## src/rtl/ctx_pkg.sv

```systemverilog
package ctx_pkg;

    typedef enum logic [1:0] {
        CTX_IDLE = 2'd0,
        CTX_RUN  = 2'd1,
        CTX_WAIT = 2'd2,
        CTX_DEAD = 2'd3
    } ctx_state_e;

    typedef enum logic [2:0] {
        OP_NONE  = 3'd0,
        OP_START = 3'd1,
        OP_PARK  = 3'd2,
        OP_FREE  = 3'd3,
        OP_KILL  = 3'd4
    } ctx_op_e;

endpackage

```

## src/rtl/ctx_cmd_prio.sv

```systemverilog
module ctx_cmd_prio
    import ctx_pkg::*;
(
    input  logic    start_i,
    input  logic    park_i,
    input  logic    free_i,
    input  logic    kill_i,
    output ctx_op_e op_o
);

    // Fixed precedence: kill, free, park, start
    always_comb begin
        if (kill_i)       op_o = OP_KILL;
        else if (free_i)  op_o = OP_FREE;
        else if (park_i)  op_o = OP_PARK;
        else if (start_i) op_o = OP_START;
        else              op_o = OP_NONE;
    end

endmodule

```

## src/rtl/ctx_slot.sv

```systemverilog
module ctx_slot
    import ctx_pkg::*;
#(
    parameter int DW = 8
) (
    input  logic          clk,
    input  logic          rst_n,
    input  ctx_op_e       op_i,
    input  logic [DW-1:0] delay_i,
    output ctx_state_e    state_o,
    output logic          exec_o
);

    localparam logic [DW-1:0] ONE = DW'(1);

    typedef struct packed {
        ctx_state_e    state;
        logic [DW-1:0] cnt;    // cycles left before going to run, 0 = none pending
    } slot_t;

    slot_t slot_d, slot_q;

    always_comb begin
        slot_d = slot_q;
        if (slot_q.state != CTX_DEAD) begin
            case (op_i)
                OP_KILL: begin
                    slot_d.state = CTX_DEAD;
                    slot_d.cnt   = '0;
                end
                OP_FREE: begin
                    slot_d.state = CTX_IDLE;
                    slot_d.cnt   = '0;
                end
                OP_PARK: begin
                    slot_d.state = CTX_WAIT;
                    slot_d.cnt   = '0;
                end
                OP_START: begin
                    if (slot_q.state != CTX_RUN) begin
                        if (delay_i <= ONE) begin
                            slot_d.state = CTX_RUN;
                            slot_d.cnt   = '0;
                        end else begin
                            slot_d.cnt   = delay_i - ONE;
                        end
                    end
                end
                default: begin
                    if (slot_q.cnt != '0) begin
                        if (slot_q.cnt == ONE) begin
                            slot_d.state = CTX_RUN;
                        end
                        slot_d.cnt = slot_q.cnt - ONE;
                    end
                end
            endcase
        end
    end

    always_ff @(posedge clk or negedge rst_n) begin
        if (!rst_n) begin
            slot_q.state <= CTX_IDLE;
            slot_q.cnt   <= '0;
        end else begin
            slot_q <= slot_d;
        end
    end

    assign state_o = slot_q.state;
    assign exec_o  = (slot_q.state == CTX_RUN);

endmodule

```

## src/rtl/ctx_status_ctrl.sv

```systemverilog
module ctx_status_ctrl
    import ctx_pkg::*;
#(
    parameter int NCTX = 4,
    parameter int DW   = 8
) (
    input  logic               clk,
    input  logic               rst_n,
    input  logic [NCTX-1:0]    cmd_start_i,
    input  logic [NCTX-1:0]    cmd_park_i,
    input  logic [NCTX-1:0]    cmd_free_i,
    input  logic [NCTX-1:0]    cmd_kill_i,
    input  logic [NCTX*DW-1:0] start_dly_i,
    output logic [2*NCTX-1:0]  state_o,
    output logic [NCTX-1:0]    exec_en_o,
    output logic               all_halted_o
);

    localparam int SW = 2;

    ctx_state_e st_w [NCTX];

    for (genvar i = 0; i < NCTX; i++) begin : g_ctx
        ctx_op_e op_w;

        ctx_cmd_prio u_prio (
            .start_i (cmd_start_i[i]),
            .park_i  (cmd_park_i[i]),
            .free_i  (cmd_free_i[i]),
            .kill_i  (cmd_kill_i[i]),
            .op_o    (op_w)
        );

        ctx_slot #(.DW(DW)) u_slot (
            .clk     (clk),
            .rst_n   (rst_n),
            .op_i    (op_w),
            .delay_i (start_dly_i[DW*i +: DW]),
            .state_o (st_w[i]),
            .exec_o  (exec_en_o[i])
        );

        assign state_o[SW*i +: SW] = st_w[i];
    end

    always_comb begin
        all_halted_o = 1'b1;
        for (int k = 0; k < NCTX; k++) begin
            if (st_w[k] != CTX_DEAD) all_halted_o = 1'b0;
        end
    end

endmodule

```

## config.mk

```make
export PLATFORM = sky130hd
export DESIGN_NAME = ctx_status_ctrl
export DESIGN_NICKNAME = d
export VERILOG_FILES = /design/src/rtl/ctx_pkg.sv /design/src/rtl/ctx_cmd_prio.sv /design/src/rtl/ctx_slot.sv /design/src/rtl/ctx_status_ctrl.sv
export SDC_FILE = /design/constraint.sdc
export NUM_CORES = 1
export LEC_CHECK = 0
export CAP_MARGIN = 0
export CORE_UTILIZATION = 40
export CTS_BUF_LIST = sky130_fd_sc_hd__clkbuf_4 sky130_fd_sc_hd__clkbuf_8
export CTS_CLUSTER_DIAMETER = 40
export DETAILED_ROUTE_END_ITERATION = 10
export PLACE_DENSITY = 0.69
export SLEW_MARGIN = 5
export SYNTH_ARGS = -nofsm -noshare
export SYNTH_HDL_FRONTEND = slang
export SYNTH_HIERARCHICAL = 1
export SYNTH_SLANG_ARGS = --single-unit
```

## constraint.sdc

```tcl
create_clock -name clk -period 6.5 [get_ports clk]
set_clock_uncertainty 0.1 [all_clocks]
set_input_delay 0.65 -clock clk [delete_from_list [all_inputs] [get_ports clk]]
set_output_delay 0.65 -clock clk [all_outputs]
set_load 0.02 [all_outputs]
```

-- Word level (Yosys, flattened, before mapping)
Cells that the tools add are included.
- add/subtract/negate cells: 8
- multipliers: 0
- div/mod/pow operators: 0
- order comparisons: 4
- equal/unequal tests: 40
- shift-type cells: 0
- mux-type cells: 44
- bitwise logic cells: 0
- reductions and logical operators: 20
- operators with widths (cell ; count):
    10-bit case mux with 4 select lines ; 4
    10-bit 2-to-1 mux ; 8
    8-bit by 1-bit subtractor with 8-bit output (second input constant) ; 8
    5-bit nonzero test ; 8
    3-bit 2-to-1 mux ; 12
    8-bit by 1-bit equality test with 1-bit output (second input constant) ; 4
    8-bit by 1-bit less-or-equal comparator with 1-bit output (second input constant) ; 4
    8-bit 2-to-1 mux ; 4
    8-bit nonzero test ; 4
    3-bit by 2-bit equality test with 1-bit output (second input constant) ; 8
    2-bit by 1-bit != test with 1-bit output (second input constant) ; 12
    5-bit AND reduction ; 4
    2-bit 2-to-1 mux ; 8
    3-bit by 1-bit equality test with 1-bit output (second input constant) ; 4
    3-bit equality test (second input constant) ; 4
    3-bit AND reduction ; 4
    2-bit by 1-bit equality test with 1-bit output (second input constant) ; 4
    1-bit 2-to-1 mux ; 8
    2-bit != test (second input constant) ; 4
- register bits: 40
- bits in latches: 0
- memory bits (writable): 0
- memory bits (read-only): 0
- input bits: 50
- output and inout port bits: 13
- memories: 0

-- Logic depth before layout (Yosys ltp)
Gate-level depths: netlist of the first run.
- word-level depth: 7
- mapped depth: 8

-- Cells and area by module
The synthesis of the first run kept the hierarchy.
- modules (own cells, without submodules) (module ; times used ; cells an instance ; area each (µm²) ; sequential area each (µm²)):
    ctx_slot at g_ctx[1].u_slot ... ; 2 ; 97 ; 814.5 ; 250.2
    ctx_slot at g_ctx[0].u_slot ; 1 ; 100 ; 933.4 ; 250.2
    ctx_slot at g_ctx[3].u_slot ; 1 ; 99 ; 829.5 ; 250.2
    ctx_cmd_prio ; 4 ; 6 ; 33.8 ; 0.0
    ctx_status_ctrl ; 1 ; 3 ; 16.3 ; 0.0

-- Worst setup path after synthesis of the first run
Ideal clock, no wire load.
- path kind: input to register
- start: input port cmd_park_i[3]
- end: register g_ctx[3].u_slot.slot_q (netlist bit g_ctx[3].u_slot/state_o[0])
- data arrival time: 2.399 ns
- data required time: 6.273 ns
- slack: 3.873 ns
- stages: 7
- buffers on the path: 0
- path through: nand2b_1 a21oi_2 nor3b_1 o21ai_0 o21ai_0 or3b_1 mux2_1
- word-level cells in the longest chain between the ends: 6
- elaborated cells on any way between the ends: 13
- those cells by class: 6 x eq/ne; 4 x mux; 3 x reduce/logical
- RTL lines (element ; RTL line ; text):
    start, declared ; ctx_status_ctrl.sv:10 ; input logic [NCTX-1:0] cmd_park_i,
    3-bit 2-to-1 mux (*) ; ctx_cmd_prio.sv:15 ; else if (park_i) op_o = OP_PARK;
    3-bit 2-to-1 mux (*) ; ctx_cmd_prio.sv:14 ; else if (free_i) op_o = OP_FREE;
    3-bit 2-to-1 mux (*) ; ctx_cmd_prio.sv:13 ; if (kill_i) op_o = OP_KILL;
    named net g_ctx[3].op_w[0] ; ctx_status_ctrl.sv:24 ; ctx_op_e op_w;
    3-bit equality test, or another cell as far along ; ctx_slot.sv:26 ; case (op_i)
    5-bit nonzero test (no line) / 2-bit by 1-bit != test with 1-bit output (equally long branches) ; - ;
    5-bit AND reduction (no line) ; - ;
    end signal, assigned ; ctx_slot.sv:66 ; slot_q <= slot_d;
    end, declared ; ctx_slot.sv:21 ; slot_t slot_d, slot_q;
Mark *: on every way through the listed nets, which the timed path passes. The rest lies on a longest branch.
A chain may end at the register's enable or synchronous reset.

-- Final worst setup path of the first run
- start: input port cmd_kill_i[1]
- end: register g_ctx[1].u_slot.slot_q (netlist bit g_ctx[1].u_slot/state_o[1])
- word-level cells in the longest chain between the ends: 4
- elaborated cells on any way between the ends: 11
- those cells by class: 6 x eq/ne; 2 x mux; 3 x reduce/logical
- RTL lines (element ; RTL line ; text):
    start, declared ; ctx_status_ctrl.sv:12 ; input logic [NCTX-1:0] cmd_kill_i,
    3-bit 2-to-1 mux (*) ; ctx_cmd_prio.sv:13 ;
    named net g_ctx[1].op_w[1] ; ctx_status_ctrl.sv:24 ;
    3-bit equality test, or another cell as far along ; ctx_slot.sv:26 ;
    5-bit nonzero test (no line) / 2-bit by 1-bit != test with 1-bit output (equally long branches) ; - ;
    5-bit AND reduction (no line) ; - ;
    end signal, assigned ; ctx_slot.sv:66 ;
    end, declared ; ctx_slot.sv:21 ;
Marked as above.

==> results of run 1 <==
-- sequential cells by signal (all words and copies together), names as in the netlist --
register,count
g_ctx.u_slot/state_o,8
g_ctx.u_slot/slot_q,32
-- power by group through the flow --
stage / Combinational [uW] / Sequential [uW] / Clock, uW
4_1_cts: 865 / 483 / 213
3_3_place_gp: 851 / 485 / 0
6_report: 869 / 484 / 207
2_1_floorplan: 660 / 439 / 0
5_1_grt: 968 / 505 / 222
3_5_place_dp: 862 / 486 / 0
-- per-stage QoR --
step | hold slack [ns] | instance area, um^2 | total power [uW] | util [%]
2_1_floorplan | 0.254 | 3540 | 1100 | -
3_3_place_gp | 0.407 | 4180 | 1340 | 49.9
3_5_place_dp | 0.416 | 4180 | 1350 | 49.9
4_1_cts | 0.413 | 4290 | 1560 | 51.2
5_1_grt | 0.457 | 4290 | 1690 | 51.2
6_report | 0.380 | 4290 | 1560 | 51.2
-- worst max-delay path, stage by stage --
cell and delay (ns):
clkdlybuf4s50_1 0.50, nor2_1 0.24, nor2_1 0.09, xnor2_1 0.82, o21ai_1 0.48, or3_4 0.52
mux2_4 0.30
-- final timing paths --
kind	end	slack, ns
worst min-delay path	g_ctx[2].u_slot/slot_q[0]$_DFFE_PN0P_	0.38
worst max-delay path	g_ctx[1].u_slot/state_o[1]$_DFFE_PN0P_	2.99
max in group asynchronous	g_ctx[2].u_slot/slot_q[7]$_DFFE_PN0P_	5.35
worst min register to register	g_ctx[3].u_slot/slot_q[5]$_DFFE_PN0P_	0.44
min in group clk	g_ctx[3].u_slot/slot_q[5]$_DFFE_PN0P_	0.44
worst max register to register	g_ctx[2].u_slot/state_o[1]$_DFFE_PN0P_	4.05
-- cell usage after synthesis, drive strengths merged (5+ instances only) --
library cell / n / area share [%]
a21oi: 27 / 4.2
dfrtp: 40 / 28
nor4: 12 / 2.3
ha: 20 / 7.1
nor3b: 9 / 2.0
xnor2: 16 / 4.0
o311ai: 9 / 2.2
o21ai: 35 / 4.9
or3: 12 / 2.4
mux2: 10 / 3.6
xor2: 5 / 1.2
buf: 12 / 2.5
o32a: 5 / 1.4
nor2: 48 / 5.2
nand2b: 15 / 2.6
inv: 26 / 2.8
clkbuf: 7 / 0.74
or4: 6 / 1.7
nor3: 16 / 2.3
nand3: 5 / 0.71
nand2: 15 / 1.6
o22ai: 11 / 1.9
-- final cells by class --
cell class	instances	area [um^2]
clock inverter	3	42.5
timing repair buffer	63	623
fill	813	4090
tap	105	131
clock buffer	5	68.8
sequential	40	1000
multi-input combinational	335	2330
inverter	26	97.6
-- cells by family after synthesis --
group	Yosys count
buf+inv	45
fa+ha+maj	20
xor+xnor	21
simple gates	163
compound gates	120
mux	11
flops	40
-- routing by layer --
layer	up-vias	GRT usage, %	routed length (um)
li1	1668	-	-
met1	1588	25.6	3910
met2	108	32.0	3940
met3	4	2.45	435
met4	0	2.61	42
met5	-	0	0
==> run summary, run 1 <==
Status: completed
EDFF count, synth: 0
Xor/xnor share of the synthesized area: 5.19%
Ys flop type: dfrtp_1
ANT cells: 0
DRT Wirelength: 8.32 mm
CTS max path bufs: 2
Io pins: 63
CTS tree: built
Worst vdd ir: 0.151 mV
Worst Setup End Kind: register
Root buffer cell: clkbuf_8
Layout cells sized above 1: 8.05%
Syn_nets: 490
Mapped Cells: 420
Comb pwr share: 55.7%
Drt wl/cell: 14.4 um
Initial DRC Count: 77
Power density over the cells: 363 nW/um^2
Final #Nets: 541
Most common cell after layout, fill and taps aside: clkdlybuf4s50_1
Worst Path Required: 6.58 ns
Switching power: 699 uW
Int Power: 861 uW
Multiplexer share of the synthesized area: 3.88%
Post-CTS setup buffers: 0
Synth async-reset ratio: 100%
Placed insts: 569
# rows: 33
Tcrit/Tclk final: 54.0%
Worst Setup SP: cmd_kill_i[1]
Synth cell types: 61
Clock group share of total power: 13.3%
Register area share after synthesis: 28.2%
Simple-Gate Fraction of Synth Area: 26.0%
Setup Crit Path Kind: in2reg
Setup ws final: 2.99 ns
Non-Filler Instances: 577
Worst-margin pin slew: 1.05 ns
Slew Viols, Final: 0
WP data arrival: 3.59 ns
Clock latency on the worst-skew pair: 0.29 ns
GP Congestion: 0.905
Tmin final: 3.51 ns
CTS H-tree depth: 2
Clock slew at reported path FFs: 0.08 ns
Fin Setup TNS: 0 ns
Max FO, Critical Path: 13
Die area: 9240 um^2
GR Util All Layers: 18.7%
RSZ-0062 raised after global routing: no
Min-delay worst type: in2async
Remaining DRCs: 0
# clock sinks: 40
Die Y: 96.1 um
Initial Util: 42.3%
Leak: 0.00170 uW
Number of hold-repair buffers added at the cts stage: 0
Ys Warns: 6
DIE WIDTH: 96.1 um
Area growth, synth to finish: 21.2%
Finish-stage setup viols: 0
Switching Share: 44.8%
Largest net degree at the start of global routing: 41
FMAX: 285 MHz
R2R cell count: 5
Initial antenna violation count: 0
Via/cell ratio: 5.84
Via count: 3,368
DP HPWL: 6.43 mm
Syn_area_per_cell: 8.44 um^2
Quantity of gates resized following cts: 0
Mapped Area: 3540 um^2
Sequential power share: 31.1%
CP startpoint kind: input pin
Vias in the first global route: 3,060
Main combinational cell family by area after synthesis: simple AND/OR/NAND/NOR gates
Synth Area in Adders: 7.06%
Synth Area in Compound Gates: 23.6%
Post-Place Setup Slack: 2.70 ns
Endpoints failing hold: 0
Yosys reg bits: 40
Core area: 8380 um^2
ANT nets after route: 0
Max Cap Viol: 0
First-pass GRT wire length: 13.8 mm
Drt pass-1 iters: 4
Port-buffer cells: 62
Total grt overflow: 0
Most frequent cells in the layout: clkdlybuf4s50_1 (61), nor2_1 (47), dfrtp_1 (40)
Reg-to-Reg Start: g_ctx[2].u_slot/slot_q[2]$_DFFE_PN0P_
Rel. slew slack: 29.6%
CTS Buf Count: 5
Note: power is estimated with default switching activity, not from simulation.
==> inputs of run 2 (changes only) <==
==> constraint.sdc (replaced) <==
create_clock -name clk -period 3.25 [get_ports clk]
set_clock_uncertainty 0.1 [all_clocks]
set_input_delay 0.325 -clock clk [delete_from_list [all_inputs] [get_ports clk]]
set_output_delay 0.325 -clock clk [all_outputs]
set_load 0.02 [all_outputs]
==> run summary, run 2 (same netlist as run 1, synthesis figures left out) <==
Max Cap Viol: 0 (unchanged)
Clock latency on the worst-skew pair: 0.30 ns (about the same)
Post-CTS setup buffers: 0 (unchanged)
Core area: 8380 um^2 (unchanged)
Port-buffer cells: 62 (unchanged)
Worst Path Required: 3.33 ns (-3.25 ns)
Initial antenna violation count: 0 (unchanged)
Die Y: 96.1 um (unchanged)
Root buffer cell: clkbuf_8
Quantity of gates resized following cts: 0 (unchanged)
Vias in the first global route: 3,312 (+8.2%)
Tmin final: 2.54 ns
Most frequent cells in the layout: clkdlybuf4s50_1 (61), nor2_1 (47), dfrtp_1 (40)
Area growth, synth to finish: 23.3%
Initial Util: 42.3% (unchanged)
CTS Buf Count: 5 (unchanged)
Endpoints failing hold: 0 (unchanged)
DIE WIDTH: 96.1 um (unchanged)
Worst-margin pin slew: 0.893 ns (-0.155 ns)
Total grt overflow: 0 (unchanged)
Min-delay worst type: in2async
DP HPWL: 6.61 mm (+2.7%)
Clock slew at reported path FFs: 0.08 ns (about the same)
Most common cell after layout, fill and taps aside: clkdlybuf4s50_1
Drt pass-1 iters: 4 (unchanged)
Via count: 3,345 (-0.68%)
Fin Setup TNS: 0 ns (unchanged)
ANT nets after route: 0 (unchanged)
Drt wl/cell: 14.3 um (-0.98%)
Io pins: 63 (unchanged)
Final #Nets: 550 (+1.7%)
Initial DRC Count: 131 (+70%)
CP startpoint kind: input pin
Setup Crit Path Kind: in2reg
Footprint of the multi-input gates: 2330 um^2 (unchanged)
CTS H-tree depth: 2 (unchanged)
Rel. slew slack: 40.5% (+11 points)
GP Congestion: 0.907 (+0.24%)
ANT cells: 0 (unchanged)
Max FFs per register: 32 (unchanged)
Remaining DRCs: 0 (unchanged)
Slew Viols, Final: 0 (unchanged)
CTS max path bufs: 2 (unchanged)
Number of hold-repair buffers added at the cts stage: 0 (unchanged)
Tcrit/Tclk final: 78.1%
First-pass GRT wire length: 14.6 mm (+5.7%)
Layout cells sized above 1: 9.77% (+1.7 points)
CTS tree: built
Die area: 9240 um^2 (unchanged)
Largest register by flop count: g_ctx.u_slot/slot_q
FMAX: 394 MHz
GR Util All Layers: 19.8% (+1.1 points)
Max FO, Critical Path: 7 (-6)
Status: completed
Reg area: 1000 um^2 (unchanged)
FILL cells: 761 (-6.4%)
# rows: 33 (unchanged)
Cell Area, Placed: 4250 um^2 (+1.6%)
Finish-stage setup viols: 0 (unchanged)
Final Cell Area: 4370 um^2 (+1.8%)
Power density over the cells: 732 nW/um^2 (+100%)
DRT Wirelength: 8.37 mm (+0.56%)
Via/cell ratio: 5.71 (-2.2%)
RSZ-0062 raised after global routing: no
Largest net degree at the start of global routing: 41 (unchanged)
WP data arrival: 2.62 ns (-0.97 ns)
# clock sinks: 40 (unchanged)
Worst vdd ir: 0.278 mV (+84%)
Worst Setup End Kind: register
Leak: 0.00175 uW (+3.0%)
==> run 2: cell types whose count changed in the layout (fill, tap and decap cells not counted) <==
cell	delta
clkinv_4	+1
clkinvlp_4	-1
clkinv_2	-1
buf_4	+9
clkbuf_8	+1
==> run 2: stage by stage <==
| stage | util [%] | total power [uW] | setup slack [ns] | hold slack [ns] | instances |
|---|---|---|---|---|---|
| 3_5_place_dp | 50.7 | 2770 | 0.397 | 0.408 | 578 |
| 3_3_place_gp | 50.7 | 2720 | 0.476 | 0.393 | 578 |
| 4_1_cts | 52.1 | 3210 | 0.716 | 0.0940 | 586 |
| 5_1_grt | 52.1 | 3500 | 0.549 | 0.145 | 586 |
| 2_1_floorplan | - | 2200 | 0.948 | -0.0706 | 420 |
| 6_report | 52.1 | 3200 | 0.711 | 0.0480 | 586 |
==> run 2: area by class of cell <==
class | count | area share [%]
multi-input cells | 335 | 53.3
flip-flops and latches | 40 | 22.9
repair buffers | 72 | 15.8
well taps | 105 | 3.01
inverters | 26 | 2.23
clock buffers | 6 | 1.89
clock inverters | 2 | 0.887
==> run 2: layer usage <==
layer,wire length [um],share of wire [%],vias up,global-route usage [%]
met1,3920,47,1556,25.6
met4,79,0.94,0,4.98
met3,426,5.1,10,2.92
met2,3940,47,100,34.5
li1,-,-,1679,-
met5,0,0,-,0
==> run 2: worst paths after layout <==
kind,endpoint,depth (start not counted),slack (ns),startpoint
min,g_ctx[2].u_slot/slot_q[0]$_DFFE_PN0P_,1,0.05,rst_n
max in group asynchronous,g_ctx[2].u_slot/state_o[1]$_DFFE_PN0P_,1,2.44,rst_n
min reg2reg,g_ctx[3].u_slot/slot_q[7]$_DFFE_PN0P_,1,0.42,g_ctx[3].u_slot/slot_q[7]$_DFFE_PN0P_
min in group clk,g_ctx[3].u_slot/slot_q[7]$_DFFE_PN0P_,1,0.42,g_ctx[3].u_slot/slot_q[7]$_DFFE_PN0P_
max reg2reg,g_ctx[3].u_slot/state_o[0]$_DFFE_PN0P_,4,1.01,g_ctx[3].u_slot/slot_q[2]$_DFFE_PN0P_
max,g_ctx[3].u_slot/state_o[0]$_DFFE_PN0P_,5,0.71,start_dly_i[26]
==> run 2: critical path, stage by stage <==
cell and delay (ns):
clkdlybuf4s50_1 0.48, or4_4 0.58, o41ai_4 0.47, or3b_1 0.43, mux2_1 0.32
==> run 2: power breakdown <==
| part | switching, uW | internal, uW |
|---|---|---|
| clock | 188 | 251 |
| sequential | 255 | 714 |
| combinational | 974 | 815 |
